`config.mk`:
```
export PLATFORM = sky130hd
export DESIGN_NAME = serial_shift_port
export DESIGN_NICKNAME = d
export VERILOG_FILES = /design/src/rtl/ssp_pkg.sv /design/src/rtl/ssp_clk_gen.sv /design/src/rtl/ssp_shifter.sv /design/src/rtl/serial_shift_port.sv
export SDC_FILE = /design/constraint.sdc
export NUM_CORES = 1
export LEC_CHECK = 0
export ABC_AREA = 1
export BUFFER_PORTS_ARGS = -buffer_cell sky130_fd_sc_hd__buf_4
export CAP_MARGIN = 0
export CORE_ASPECT_RATIO = 0.6
export CORE_UTILIZATION = 50
export DETAILED_ROUTE_END_ITERATION = 16
export PLACE_DENSITY = 0.86
export SYNTH_ARGS = -nofsm -noshare
export SYNTH_HDL_FRONTEND = slang
export SYNTH_SLANG_ARGS = --single-unit
```
`constraint.sdc`:
```
create_clock -name clk_i -period 1.4 [get_ports clk_i]
set_input_delay 0.35 -clock clk_i [delete_from_list [all_inputs] [get_ports clk_i]]
set_output_delay 0.35 -clock clk_i [all_outputs]
set_load 0.005 [all_outputs]
```
`src/rtl/ssp_pkg.sv`:
```
package ssp_pkg;
  typedef enum logic {
    CLK_INT = 1'b0,
    CLK_EXT = 1'b1
  } clk_src_e;
endpackage

```
`src/rtl/ssp_clk_gen.sv`:
```
module ssp_clk_gen #(
  parameter int unsigned SCK_HALF    = 2,
  parameter int unsigned SYNC_STAGES = 2
) (
  input  logic clk_i,
  input  logic rst_ni,
  input  logic run_i,
  input  logic ext_i,
  input  logic sck_i,
  input  logic sdi_i,
  output logic sck_o,
  output logic fall_o,
  output logic rise_o,
  output logic sdi_o
);
  localparam int unsigned DIV_W = (SCK_HALF > 1) ? $clog2(SCK_HALF) : 1;
  localparam logic [DIV_W-1:0] DIV_LAST = DIV_W'(SCK_HALF - 1);

  logic [DIV_W-1:0]       div_q;
  logic                   sck_q;
  logic                   tick;
  logic [SYNC_STAGES-1:0] sck_sync_q;
  logic [SYNC_STAGES-1:0] sdi_sync_q;
  logic                   sck_prev_q;
  logic                   ext_sck;

  assign tick = (div_q == DIV_LAST);

  // internal divider: runs only while a transfer in internal mode is active
  always_ff @(posedge clk_i or negedge rst_ni) begin
    if (!rst_ni) begin
      div_q <= '0;
      sck_q <= 1'b1;
    end else if (!run_i || ext_i) begin
      div_q <= '0;
      sck_q <= 1'b1;
    end else if (tick) begin
      div_q <= '0;
      sck_q <= ~sck_q;
    end else begin
      div_q <= div_q + 1'b1;
    end
  end

  generate
    if (SYNC_STAGES > 1) begin : g_sync_chain
      always_ff @(posedge clk_i or negedge rst_ni) begin
        if (!rst_ni) begin
          sck_sync_q <= '1;
          sdi_sync_q <= '0;
        end else begin
          sck_sync_q <= {sck_sync_q[SYNC_STAGES-2:0], sck_i};
          sdi_sync_q <= {sdi_sync_q[SYNC_STAGES-2:0], sdi_i};
        end
      end
    end else begin : g_sync_single
      always_ff @(posedge clk_i or negedge rst_ni) begin
        if (!rst_ni) begin
          sck_sync_q <= '1;
          sdi_sync_q <= '0;
        end else begin
          sck_sync_q <= sck_i;
          sdi_sync_q <= sdi_i;
        end
      end
    end
  endgenerate

  assign ext_sck = sck_sync_q[SYNC_STAGES-1];

  always_ff @(posedge clk_i or negedge rst_ni) begin
    if (!rst_ni) sck_prev_q <= 1'b1;
    else         sck_prev_q <= ext_sck;
  end

  always_comb begin
    fall_o = 1'b0;
    rise_o = 1'b0;
    if (run_i) begin
      if (ext_i) begin
        fall_o = sck_prev_q && !ext_sck;
        rise_o = !sck_prev_q && ext_sck;
      end else begin
        fall_o = tick && sck_q;
        rise_o = tick && !sck_q;
      end
    end
  end

  assign sdi_o = ext_i ? sdi_sync_q[SYNC_STAGES-1] : sdi_i;
  assign sck_o = sck_q;

  AST_INT_SCK_HIGH_WHEN_IDLE: assert property (@(posedge clk_i) disable iff (!rst_ni)
    !run_i |=> sck_o);
endmodule

```
`src/rtl/ssp_shifter.sv`:
```
module ssp_shifter #(
  parameter int unsigned DATA_W = 8
) (
  input  logic              clk_i,
  input  logic              rst_ni,
  input  logic              busy_i,
  input  logic              load_i,
  input  logic [DATA_W-1:0] data_i,
  input  logic              start_i,
  input  logic              fall_i,
  input  logic              rise_i,
  input  logic              sdi_i,
  output logic [DATA_W-1:0] shreg_o,
  output logic              sdo_o,
  output logic              last_o
);
  localparam int unsigned CNT_W = (DATA_W > 1) ? $clog2(DATA_W) : 1;
  localparam logic [CNT_W-1:0] CNT_LAST = CNT_W'(DATA_W - 1);

  logic [DATA_W-1:0] shreg_q;
  logic [CNT_W-1:0]  cnt_q;
  logic              sdo_q;

  always_ff @(posedge clk_i or negedge rst_ni) begin
    if (!rst_ni) begin
      shreg_q <= '0;
      cnt_q   <= '0;
      sdo_q   <= 1'b1;
    end else begin
      if (load_i) shreg_q <= data_i;
      else if (rise_i) shreg_q <= {shreg_q[DATA_W-2:0], sdi_i};
      if (start_i) cnt_q <= '0;
      else if (rise_i) cnt_q <= cnt_q + 1'b1;
      if (fall_i) sdo_q <= shreg_q[DATA_W-1];
    end
  end

  assign last_o  = rise_i && (cnt_q == CNT_LAST);
  assign shreg_o = shreg_q;
  assign sdo_o   = sdo_q;

  AST_SHREG_FROZEN_BETWEEN_RISES: assert property (@(posedge clk_i) disable iff (!rst_ni)
    busy_i && !rise_i |=> $stable(shreg_q));
  AST_SDO_MOVES_ON_FALL_ONLY: assert property (@(posedge clk_i) disable iff (!rst_ni)
    !fall_i |=> $stable(sdo_q));
endmodule

```
`src/rtl/serial_shift_port.sv`:
```
module serial_shift_port
  import ssp_pkg::*;
#(
  parameter int unsigned DATA_W      = 8,
  parameter int unsigned SCK_HALF    = 2,
  parameter int unsigned SYNC_STAGES = 2
) (
  input  logic              clk_i,
  input  logic              rst_ni,
  input  logic              wr_en_i,
  input  logic [DATA_W-1:0] wr_data_i,
  input  logic              start_i,
  input  logic              ext_sck_sel_i,
  input  logic              irq_clr_i,
  output logic [DATA_W-1:0] rd_data_o,
  output logic              busy_o,
  output logic              done_o,
  output logic              irq_o,
  input  logic              sck_i,
  output logic              sck_o,
  output logic              sck_oe_o,
  input  logic              sdi_i,
  output logic              sdo_o
);
  clk_src_e src_q;
  logic     busy_q, done_q, irq_q;
  logic     start_ok, load_ok;
  logic     fall, rise, sdi_sel, last;

  assign start_ok = start_i && !busy_q;
  assign load_ok  = wr_en_i && !busy_q;

  always_ff @(posedge clk_i or negedge rst_ni) begin
    if (!rst_ni) begin
      src_q  <= CLK_INT;
      busy_q <= 1'b0;
      done_q <= 1'b0;
      irq_q  <= 1'b0;
    end else begin
      if (start_ok) begin
        src_q  <= ext_sck_sel_i ? CLK_EXT : CLK_INT;
        busy_q <= 1'b1;
      end else if (last) begin
        busy_q <= 1'b0;
      end
      done_q <= last;
      // set has priority over clear
      irq_q  <= last || (irq_q && !irq_clr_i);
    end
  end

  ssp_clk_gen #(
    .SCK_HALF   (SCK_HALF),
    .SYNC_STAGES(SYNC_STAGES)
  ) i_clk_gen (
    .clk_i (clk_i),
    .rst_ni(rst_ni),
    .run_i (busy_q),
    .ext_i (src_q == CLK_EXT),
    .sck_i (sck_i),
    .sdi_i (sdi_i),
    .sck_o (sck_o),
    .fall_o(fall),
    .rise_o(rise),
    .sdi_o (sdi_sel)
  );

  ssp_shifter #(
    .DATA_W(DATA_W)
  ) i_shifter (
    .clk_i  (clk_i),
    .rst_ni (rst_ni),
    .busy_i (busy_q),
    .load_i (load_ok),
    .data_i (wr_data_i),
    .start_i(start_ok),
    .fall_i (fall),
    .rise_i (rise),
    .sdi_i  (sdi_sel),
    .shreg_o(rd_data_o),
    .sdo_o  (sdo_o),
    .last_o (last)
  );

  assign sck_oe_o = busy_q ? (src_q == CLK_INT) : !ext_sck_sel_i;
  assign busy_o   = busy_q;
  assign done_o   = done_q;
  assign irq_o    = irq_q;

  AST_DONE_SINGLE_CYCLE: assert property (@(posedge clk_i) disable iff (!rst_ni)
    done_q |=> !done_q);
  AST_DONE_ENDS_BUSY: assert property (@(posedge clk_i) disable iff (!rst_ni)
    $rose(done_q) |-> !busy_q && $past(busy_q));
  AST_IRQ_ON_DONE: assert property (@(posedge clk_i) disable iff (!rst_ni)
    done_q |-> irq_q);
  AST_SCK_IDLE_HIGH: assert property (@(posedge clk_i) disable iff (!rst_ni)
    !busy_q |-> sck_o);
endmodule

```
# Word level (Yosys, flattened, before mapping)
# Cells that the tools add are included.
[totals]
regBits = 23
out_inout_bits = 14
[op_classes]
addsub = 2
eq_ne = 1
mux = 17
n_bitwise = 2
n_reduce_logical = 20
[ops]
columns = ["operator", "n"]
rows = [
  ["$mux 8", 2],
  ["$mux 1", 13],
  ["$logic_and 1x1->1", 8],
  ["$reduce_bool 2->1", 4],
  ["$logic_not 1->1", 6],
  ["$mux 3", 2],
  ["$add 3x1->3 const B", 1],
  ["$eq 3x3->1 const B", 1],
  ["$logic_or 1x1->1", 2],
  ["$not 1->1", 2],
  ["$add 1x1->1 const B", 1],
]

# Depth between registers and ports, before layout
# Gate-level depths: netlist of run 1.
[logic_depth]
depth_word = 7
depth_mapped = 7
mapped_depth_nobuf = 7

# Cells and area by module
# From an unflattened synthesis of run 1, not the netlist that was laid out.
[unflattened]
cells_unflattened = 117
hier_area_um2 = 1018.5
[by_module_without_submodules]
columns = ["mod", "n_inst", "cells_each", "area_each_um2"]
rows = [
  ["ssp_shifter", 1, 66, 575.6],
  ["ssp_clk_gen", 1, 33, 280.3],
  ["serial_shift_port", 1, 18, 162.7],
]

# Least setup slack after synthesis of run 1
# No wires, ideal clock.
[synth_timing]
path_type = "reg-to-reg"
start = "reg i_clk_gen.sck_sync_q[1]"
end = "reg i_shifter.shreg_q[0] (netlist: i_shifter.shreg_o[0])"
setup_time_ns = 0.117
t_arrival_ns = 1.046
required_time_ns = 1.283
setup_slack_ns = 0.237
path_stages_with_launch = 7
path_buffers = 1
period_less_slack_ns = 1.163
cell_sequence = "dfstp_2 inv_1 nor2_1 nand2_4 buf_6 nand4_1 nand2_1"
[synth_via]
elab_chain_cells = 4
[synth_rtl]
columns = ["item", "line_no", "rtl"]
rows = [
  ["from (decl)", "ssp_clk_gen.sv:22", "logic [SYNC_STAGES-1:0] sck_sync_q;"],
  ["from (signal assigned)", "ssp_clk_gen.sv:52", "sck_sync_q <= {sck_sync_q[SYNC_STAGES-2:0], sck_i};"],
  ["$logic_and 1x1->1", "ssp_clk_gen.sv:82", "rise_o = !sck_prev_q && ext_sck;"],
  ["$mux 1", "ssp_clk_gen.sv:80", "if (ext_i) begin"],
  ["$mux 1", "ssp_clk_gen.sv:79", "if (run_i) begin"],
  ["$reduce_bool 2->1 (no line)", "n/a", ""],
  ["to (signal assigned)", "ssp_shifter.sv:30", "if (load_i) shreg_q <= data_i;"],
  ["to (signal assigned)", "ssp_shifter.sv:31", "else if (rise_i) shreg_q <= {shreg_q[DATA_W-2:0], sdi_i};"],
  ["to (decl)", "ssp_shifter.sv:20", "logic [DATA_W-1:0] shreg_q;"],
]
# Every way passes these cells.
# A chain may end at the register's enable or synchronous reset.

# Final worst setup path of run 1
[layout_timing]
start = "reg busy_q (netlist: busy_o)"
end = "out sck_oe_o"
[layout_via]
elab_chain_cells = 1
[layout_rtl]
columns = ["item", "line_no", "rtl"]
rows = [
  ["from (decl)", "serial_shift_port.sv:26", "logic busy_q, done_q, irq_q;"],
  ["from (signal assigned)", "serial_shift_port.sv:36", "busy_q <= 1'b0;"],
  ["from (signal assigned)", "serial_shift_port.sv:42", "busy_q <= 1'b1;"],
  ["from (signal assigned)", "serial_shift_port.sv:44", "busy_q <= 1'b0;"],
  ["$mux 1", "serial_shift_port.sv:85", "assign sck_oe_o = busy_q ? (src_q == CLK_INT) : !ext_sck_sel_i;"],
  ["to (decl)", "serial_shift_port.sv:21", "output logic sck_oe_o,"],
]
# Every way passes these cells.

==> results of run 1 <==
## final cells by class
class                   instances  share of cell area
repair buffers                 35               0.200
inverters                      13              0.0346
flip-flops and latches         23               0.413
well taps                      28              0.0249
multi-input cells              86               0.309
clock buffers                   4              0.0187
## layout by cell type, fill, tap and decap left out, types with 2 or more instances in the layout
cell | netlist | layout
nor2_1 | 5 | 4
ha_1 | 2 | 2
nand2_1 | 53 | 53
nand2_2 | 2 | 2
buf_4 | 0 | 32
dfstp_2 | 5 | 5
nand2_4 | 3 | 3
nand4_1 | 11 | 11
inv_2 | 3 | 4
nand3_1 | 4 | 4
clkbuf_4 | 0 | 3
dfrtp_1 | 18 | 18
inv_1 | 10 | 9
## stage by stage
step | instance area, sq um | setup WS (ns) | setup TNS [ns]
final | 1410 | -0.0213 | -0.0213
after detailed placement | 1330 | 0.109 | 0
after global routing | 1410 | -0.0718 | -0.0718
after floorplan | 1090 | 0.237 | 0
after global placement | 1330 | 0.178 | 0
after CTS | 1410 | -0.0203 | -0.0203
## metal layers
metal  vias to the layer above  GRT usage
met5                         -          0
met4                         0     0.0407
met3                         2     0.0625
met2                        19      0.396
met1                       454      0.261
li1                        469          -
## registers in the layout, summed over array words and instances (netlist names)
signal,cells
i_shifter.sdo_o,1
i_clk_gen.sck_o,1
done_o,1
i_clk_gen.sdi_sync_q,2
i_clk_gen.sck_sync_q,2
i_shifter.cnt_q,3
src_q,1
busy_o,1
i_shifter.shreg_o,8
i_clk_gen.sck_prev_q,1
irq_o,1
i_clk_gen.div_q,1
## logic make-up (layout without fill, tap and decap cells)
logic type,after synthesis,in the layout
and+or+nand+nor,80,80
DFF,23,23
buffers and inverters,16,52
AOI/OAI and AO/OA,4,4
adders and majority gates,2,2
## power by group through the flow
stage                     sequential [mW]  clock (mW)  combinational (mW)
after floorplan                      1.00           0               0.453
after global placement               1.01           0               0.740
after detailed placement             1.02           0               0.779
after CTS                           0.997       0.306               0.842
after global routing                 1.02       0.339               0.947
final                               0.998       0.302               0.845
## timing repair
action,in CTS,in global routing
hold buffers,1,0
pin swaps,1,2
cloned,0,0
setup endpoints to repair,1,2
gates resized for setup,3,2
endpoints found under the hold margin,18,0
buffers inserted,4,0
## worst paths after layout
path | from | endpoint | cells past startpoint
setup / recovery | busy_o | sck_oe_o | 3
hold / removal | sck_i | i_clk_gen.sck_sync_q[0] | 1
setup reg to reg | i_clk_gen.sck_sync_q[1] | busy_o | 7
hold reg to reg | i_clk_gen.sdi_sync_q[0] | i_clk_gen.sdi_sync_q[1] | 0
max in group asynchronous | rst_ni | i_clk_gen.sck_sync_q[0] | 2
min in group asynchronous | rst_ni | i_shifter.shreg_o[6] | 2
==> results.md, run 1 <==
* Via count at roughly 940
* CP peak stage delay at about 0.42 ns
* Sw Share at 0.347
* Post-synth top area share at 0.412
* GRT overflow at 0
* Vias in the first global route at roughly 860
* Met3 WL at roughly 97 microns
* Clock insertion delay at the later pin of the skew report at ~0.31 ns
* Drt pass-1 iters at 4
* Clock Sinks at 23
* Register Area at 582 sq um
* Inst Count DP at 180
* HPWL after DPL at ~1.6 mm
* Clk buf depth at 2
* CTS tree: done
* Largest net degree at the start of global routing at 24
* CP max FO at 4
* Seq pwr share at 0.465
* Max-cap check violation count at 0
* Adder-cell share of the synthesized area at 0.0229
* Syn avg cell area at ~8.7 sq um
* Relative slew slack at 0.812
* Initial antenna violation count at 0
* Internal Power at 1.40 mW
* CP max-delay cell: dfrtp_1
* Total net switching power at about 750 uW
* Fin util at 0.722
* Die Width at around 62 microns
* Synth Net Count at 143
* WP data arrival at about 1.1 ns
* Leakage at 0.812 nW
* Gr usage total at 0.215
* Critical path endpoint category: primary output
* Power, Total at 2.15 mW
* Multi-input logic area at around 440 sq um
* Post-synthesis compound-gate area fraction at 0.0206
* Final WS setup at -0.0213 ns
* FILL cells at 147
* Failing checks: negative setup slack
* Clock Root Buffer: clkbuf_4
* Multiplexer area fraction after synthesis at 0
* Worst hold path type: input port to flip-flop
* Synth Area in XOR/XNOR at 0
* IO Port Bufs at 29
* Final #Nets at 180
* Clock-pin slew on the worst setup and hold paths at between 0.1 and 0.15 ns
* Post-Syn Area at 0.00109 sq mm
* Highest Clock Rate at 704 MHz
* Top layer in use: met4
* CP top delay family: flip-flops
* Cell Pwr Density at 1520 mW/mm^2
* Clock Power Share at 0.141
* Period utilisation layout at 1.02
* Yosys warnings at 0
* H-tree Lvls at 1
* Vias/cell at around 5
* Hold WS at between 0.1 and 0.15 ns
* Non-filler instance count after layout at around 190
* Main area contributors after synthesis: dfrtp_1 (41%), nand2_1 (18%), dfstp_2 (12%)
* First-pass GRT wire length at between 3 and 4 mm
* WL met2 at approximately 1.1 mm
* Area Overhead vs Synth at 28.8%
* Final min period at around 1.4 ns
* Share of cells above drive strength 1 at 0.342
* Largest family of logic cells by synthesized area: simple AND/OR/NAND/NOR gates
* Post-synth EDFFs at 0
* Most common flop cell mapped by yosys: dfrtp_1
* Synth area leader: dfrtp_1
* Setup Skew at 0.00181 ns
* Final wirelength at roughly 2.3 mm
* N_diodes at 0
* WP buf/inv at 2
* Hold Fails Final Rpt at 0
* Die ar. at between 0.002 and 0.0025 sq mm
* Row count at 12
* Post-synthesis simple-gate area fraction at 0.349
* Max VDD drop at between 0.001 and 0.0015 V
* GP Congestion at between 0.8 and 0.9
* Synth top cells by count: nand2_1 (53), dfrtp_1 (18), nand4_1 (11)
* Total CTS buffers at 3
* Fin. max-slew vios at 0
* Critical Path RT at around 1.1 ns
* Critical path launch point type: flip-flop
* Most numerous cell in the Yosys netlist: nand2_1
* Routed Antenna Nets at 0
* Met1 wire length at between 1 and 1.5 mm
* Post-synth ARST share at 1.00
* Core area at 0.00195 sq mm
* Cell variety after synth at 17
* Critical path, cell by cell: buf_6 > o21ai_2 > buf_4
* 1st-iter DRT viols at 32
* DRC at 0
* Final setup violating endpoints at 1
* Unrepaired setup endpoints after global routing: true
* Crit Path Category: flip-flop to primary output
* Syn Inst Count at between 100 and 150
* Slew @ Worst Pin at 0.282 ns
* Seq/Total Area, Yosys at 0.532
* Comb power frac at 0.394
* Setup slack, reg-to-reg at approximately 0.12 ns
* Drt wl/cell at about 12 microns
* Synthesis-stage register bit count at 23
* Die Height at 38.2 microns
* IO Pins at 30
* Outcome: complete, but fails checks
* Initial core utilization at 0.560
Power figures use the tool's default switching activity.
==> run 2: changes to the inputs <==
Settings changed: ABC_AREA 1 to not set, CORE_ASPECT_RATIO 0.6 to not set, GPL_TIMING_DRIVEN set to 0, HOLD_SLACK_MARGIN set to 0.15.
==> run 2 against run 1 <==
Net effect: the flow still finishes with violations (negative setup slack); final cell count is 13% lower; routed wire length rose by 13%; via count shrank 1.2%; largest cell class unchanged; highest routed layer unchanged.
==> results.md, run 2 <==
* Worst hold path depth at 2 (was 1)
* 1st-iter DRT viols at 37 (was 32)
* Synth top cells by count: dfrtp_1 (18), nand2b_1 (6), o221a_1 (6) (was nand2_1 (53), dfrtp_1 (18), nand4_1 (11))
* Fin util at 0.773 (was 0.722)
* Critical path endpoint category: primary output (unchanged)
* Crit Path Category: flip-flop to primary output (unchanged)
* WP data arrival at 1.26 ns (was 1.07 ns)
* Initial core utilization at 0.536 (was 0.560)
* Highest Clock Rate at 620 MHz (was 704 MHz)
* Via count at 933 (was 944)
* Core area at 0.00198 sq mm (was 0.00195 sq mm)
* Final wirelength at 2.58 mm (was 2.28 mm)
* Clock-pin slew on the worst setup and hold paths at 0.12 ns (about the same)
* Hold Fails Final Rpt at 0 (unchanged)
* DRC at 0 (unchanged)
* Max-cap check violation count at 0 (unchanged)
* Setup Skew at 0.00812 ns (was 0.00181 ns)
* Largest net degree at the start of global routing at 24 (unchanged)
* Clock insertion delay at the later pin of the skew report at 0.32 ns (was 0.31 ns)
* Setup TNS at -1.17 ns (was -0.0213 ns)
* GP Congestion at 0.803 (was 0.805)
* Drt wl/cell at 15.6 microns (was 12.1 microns)
* Synthesis-stage register bit count at 23 (unchanged)
* Most common flop cell mapped by yosys: dfrtp_1 (unchanged)
* Worst R2R End: i_shifter.shreg_o[0] (was busy_o)
* Clk buf depth at 2 (unchanged)
* H-tree Lvls at 1 (unchanged)
* Failing checks: negative setup slack (unchanged)
* CTS tree: done (unchanged)
* Clock Root Buffer: clkbuf_4 (unchanged)
* Clock Sinks at 23 (unchanged)
* Critical Path RT at 1.05 ns (about the same)
* Die Width at 48.1 microns (was 62.4 microns)
* Vias in the first global route at 845 (was 859)
* Row count at 16 (was 12)
* Finished Cell Area at 0.00153 sq mm (was 0.00141 sq mm)
* CP peak stage delay at 0.41 ns (was 0.42 ns)
* Post-Syn Area at 0.00106 sq mm (was 0.00109 sq mm)
* Die ar. at 0.00231 sq mm (was 0.00238 sq mm)
* Cell variety after synth at 31 (was 17)
* Die Height at 48.1 microns (was 38.2 microns)
* Vias/cell at 5.65 (was 4.99)
* Hold Startpoint: irq_clr_i (was sck_i)
* Max VDD drop at 0.00118 V (was 0.00101 V)
* Syn avg cell area at 11.9 sq um (was 8.75 sq um)
* Routed Antenna Nets at 0 (unchanged)
* Fin. max-slew vios at 0 (unchanged)
* Initial antenna violation count at 0 (unchanged)
* Slew @ Worst Pin at 0.354 ns (was 0.282 ns)
* Critical path launch point type: flip-flop (unchanged)
* Final WS setup at -0.213 ns (was -0.0213 ns)
* Syn Inst Count at 89 (was 125)
* Leakage at 0.679 nW (was 0.812 nW)
* Critical path, cell by cell: buf_6 > clkbuf_16 > mux2i_1 > buf_4 (was buf_6 > o21ai_2 > buf_4)
* Inst Count DP at 145 (was 180)
* Unrepaired setup endpoints after global routing: true (unchanged)
* Yosys warnings at 0 (unchanged)
* Post-synth ARST share at 1.00 (unchanged)
* FF-to-FF Start: i_clk_gen.sck_prev_q (was i_clk_gen.sck_sync_q[1])
* Hold endpoint: irq_o (was i_clk_gen.sck_sync_q[0])
* Worst hold path type: input port to flip-flop (unchanged)
* Final min period at 1.61 ns (was 1.42 ns)
* Drt pass-1 iters at 4 (unchanged)
* DP Worst Slack at -0.247 ns (was 0.109 ns)
* N_diodes at 0 (unchanged)
* Cell Pwr Density at 1670 mW/mm^2 (was 1520 mW/mm^2)
* Gr usage total at 0.246 (was 0.215)
* Main area contributors after synthesis: dfrtp_1 (42%), dfstp_2 (12%), o221a_1 (6.4%) (was dfrtp_1 (41%), nand2_1 (18%), dfstp_2 (12%))
* Most numerous cell in the Yosys netlist: dfrtp_1 (was nand2_1)
* Commonest cells after routing, fill and taps aside: buf_4 (39), dfrtp_1 (18), nand2b_1 (6), o221a_1 (6), dfstp_2 (5) (was nand2_1 (53), buf_4 (32), dfrtp_1 (18))
* IO Pins at 30 (unchanged)
* Power, Total at 2.55 mW (was 2.15 mW)
* First-pass GRT wire length at 3.74 mm (was 3.75 mm)
* Seq/Total Area, Yosys at 0.548 (was 0.532)
* Period utilisation layout at 1.15 (was 1.02)
* Area after DPL at 0.00131 sq mm (was 0.00133 sq mm)
* Outcome: complete, but fails checks (unchanged)
* CP max-delay cell: dfrtp_1 (unchanged)
* Hold WS at 0.204 ns (was 0.136 ns)
* Reg2reg path depth at 3 (was 7)
* CP max FO at 5 (was 4)
* Post-synth top area share at 0.424 (was 0.412)
* Total CTS buffers at 3 (unchanged)
* Synth Net Count at 107 (was 143)
* Setup slack, reg-to-reg at -0.18 ns (was 0.12 ns)
* Synth area leader: dfrtp_1 (unchanged)
* Final setup violating endpoints at 9 (was 1)
* IO Port Bufs at 29 (unchanged)
* Largest register FFs at 8 (unchanged)
* Share of cells above drive strength 1 at 0.471 (was 0.342)
* Final #Nets at 157 (was 180)
* HPWL after DPL at 1.58 mm (was 1.64 mm)
* Area Overhead vs Synth at 44.2% (was 28.8%)
* Commonest non-fill, non-tap cell in the layout: buf_4 (was nand2_1)
* GRT overflow at 0 (unchanged)
* Post-synth EDFFs at 0 (unchanged)
* Relative slew slack at 0.763 (was 0.812)
* Non-filler instance count after layout at 165 (was 189)
## run 2: kinds of logic after synthesis
family,count (synthesis),synth area share
buffers and inverters,6,0.0306
flip-flops,23,0.548
AND/OR/NAND/NOR,34,0.203
multiplexers,4,0.0412
XOR/XNOR,1,0.00825
AO/OA/AOI/OAI,19,0.146
adder cells (fa/ha/maj),2,0.0236
## run 2: critical path: cells and delay by family (launching register included)
family | cells | cell delay, ns
buffers and inverters | 3 | 0.41
flip-flops | 1 | 0.41
multiplexers | 1 | 0.14
## run 2: power by group
part	switching, mW	leakage [nW]	internal (mW)
Clock	0.197	0.0150	0.112
Combinational	0.452	0.405	0.698
Sequential	0.193	0.259	0.903
## run 2: worst max-delay path by stage
stage	start	to	slack [ns]
2_1_floorplan	i_clk_gen.sck_o	i_shifter.shreg_o[0]	-0.18
3_3_place_gp	i_clk_gen.sck_o	i_shifter.shreg_o[0]	-0.23
3_5_place_dp	i_clk_gen.sck_o	i_shifter.shreg_o[0]	-0.25
4_1_cts	busy_o	sck_oe_o	-0.21
5_1_grt	busy_o	sck_oe_o	-0.28
6_report	busy_o	sck_oe_o	-0.21
## run 2: layout make-up
cell class | count | area [sq um]
Multi-Input combinational cell | 61 | 482
Fill cell | 125 | 450
Clock buffer | 4 | 26.3
Tap cell | 27 | 33.8
Timing Repair Buffer | 45 | 357
Inverter | 2 | 7.51
Sequential cell | 23 | 582
Buffer | 3 | 43.8
## run 2: routing by layer
| layer | part of all wire | GRT usage | vias up | wire length (microns) |
|---|---|---|---|---|
| met4 | 0.030 | 0.117 | 0 | 77 |
| met5 | 0 | 0 | - | 0 |
| li1 | - | - | 429 | - |
| met1 | 0.40 | 0.301 | 448 | 1030 |
| met2 | 0.50 | 0.400 | 45 | 1290 |
| met3 | 0.068 | 0.0704 | 11 | 175 |
## run 2: repair_timing
action	CTS	global route
gates resized for setup	15	5
cloned	0	1
pin swaps	4	5
hold buffers	3	0
buffers inserted	9	4
setup endpoints to repair	16	16
hold endpoints to repair	20	0
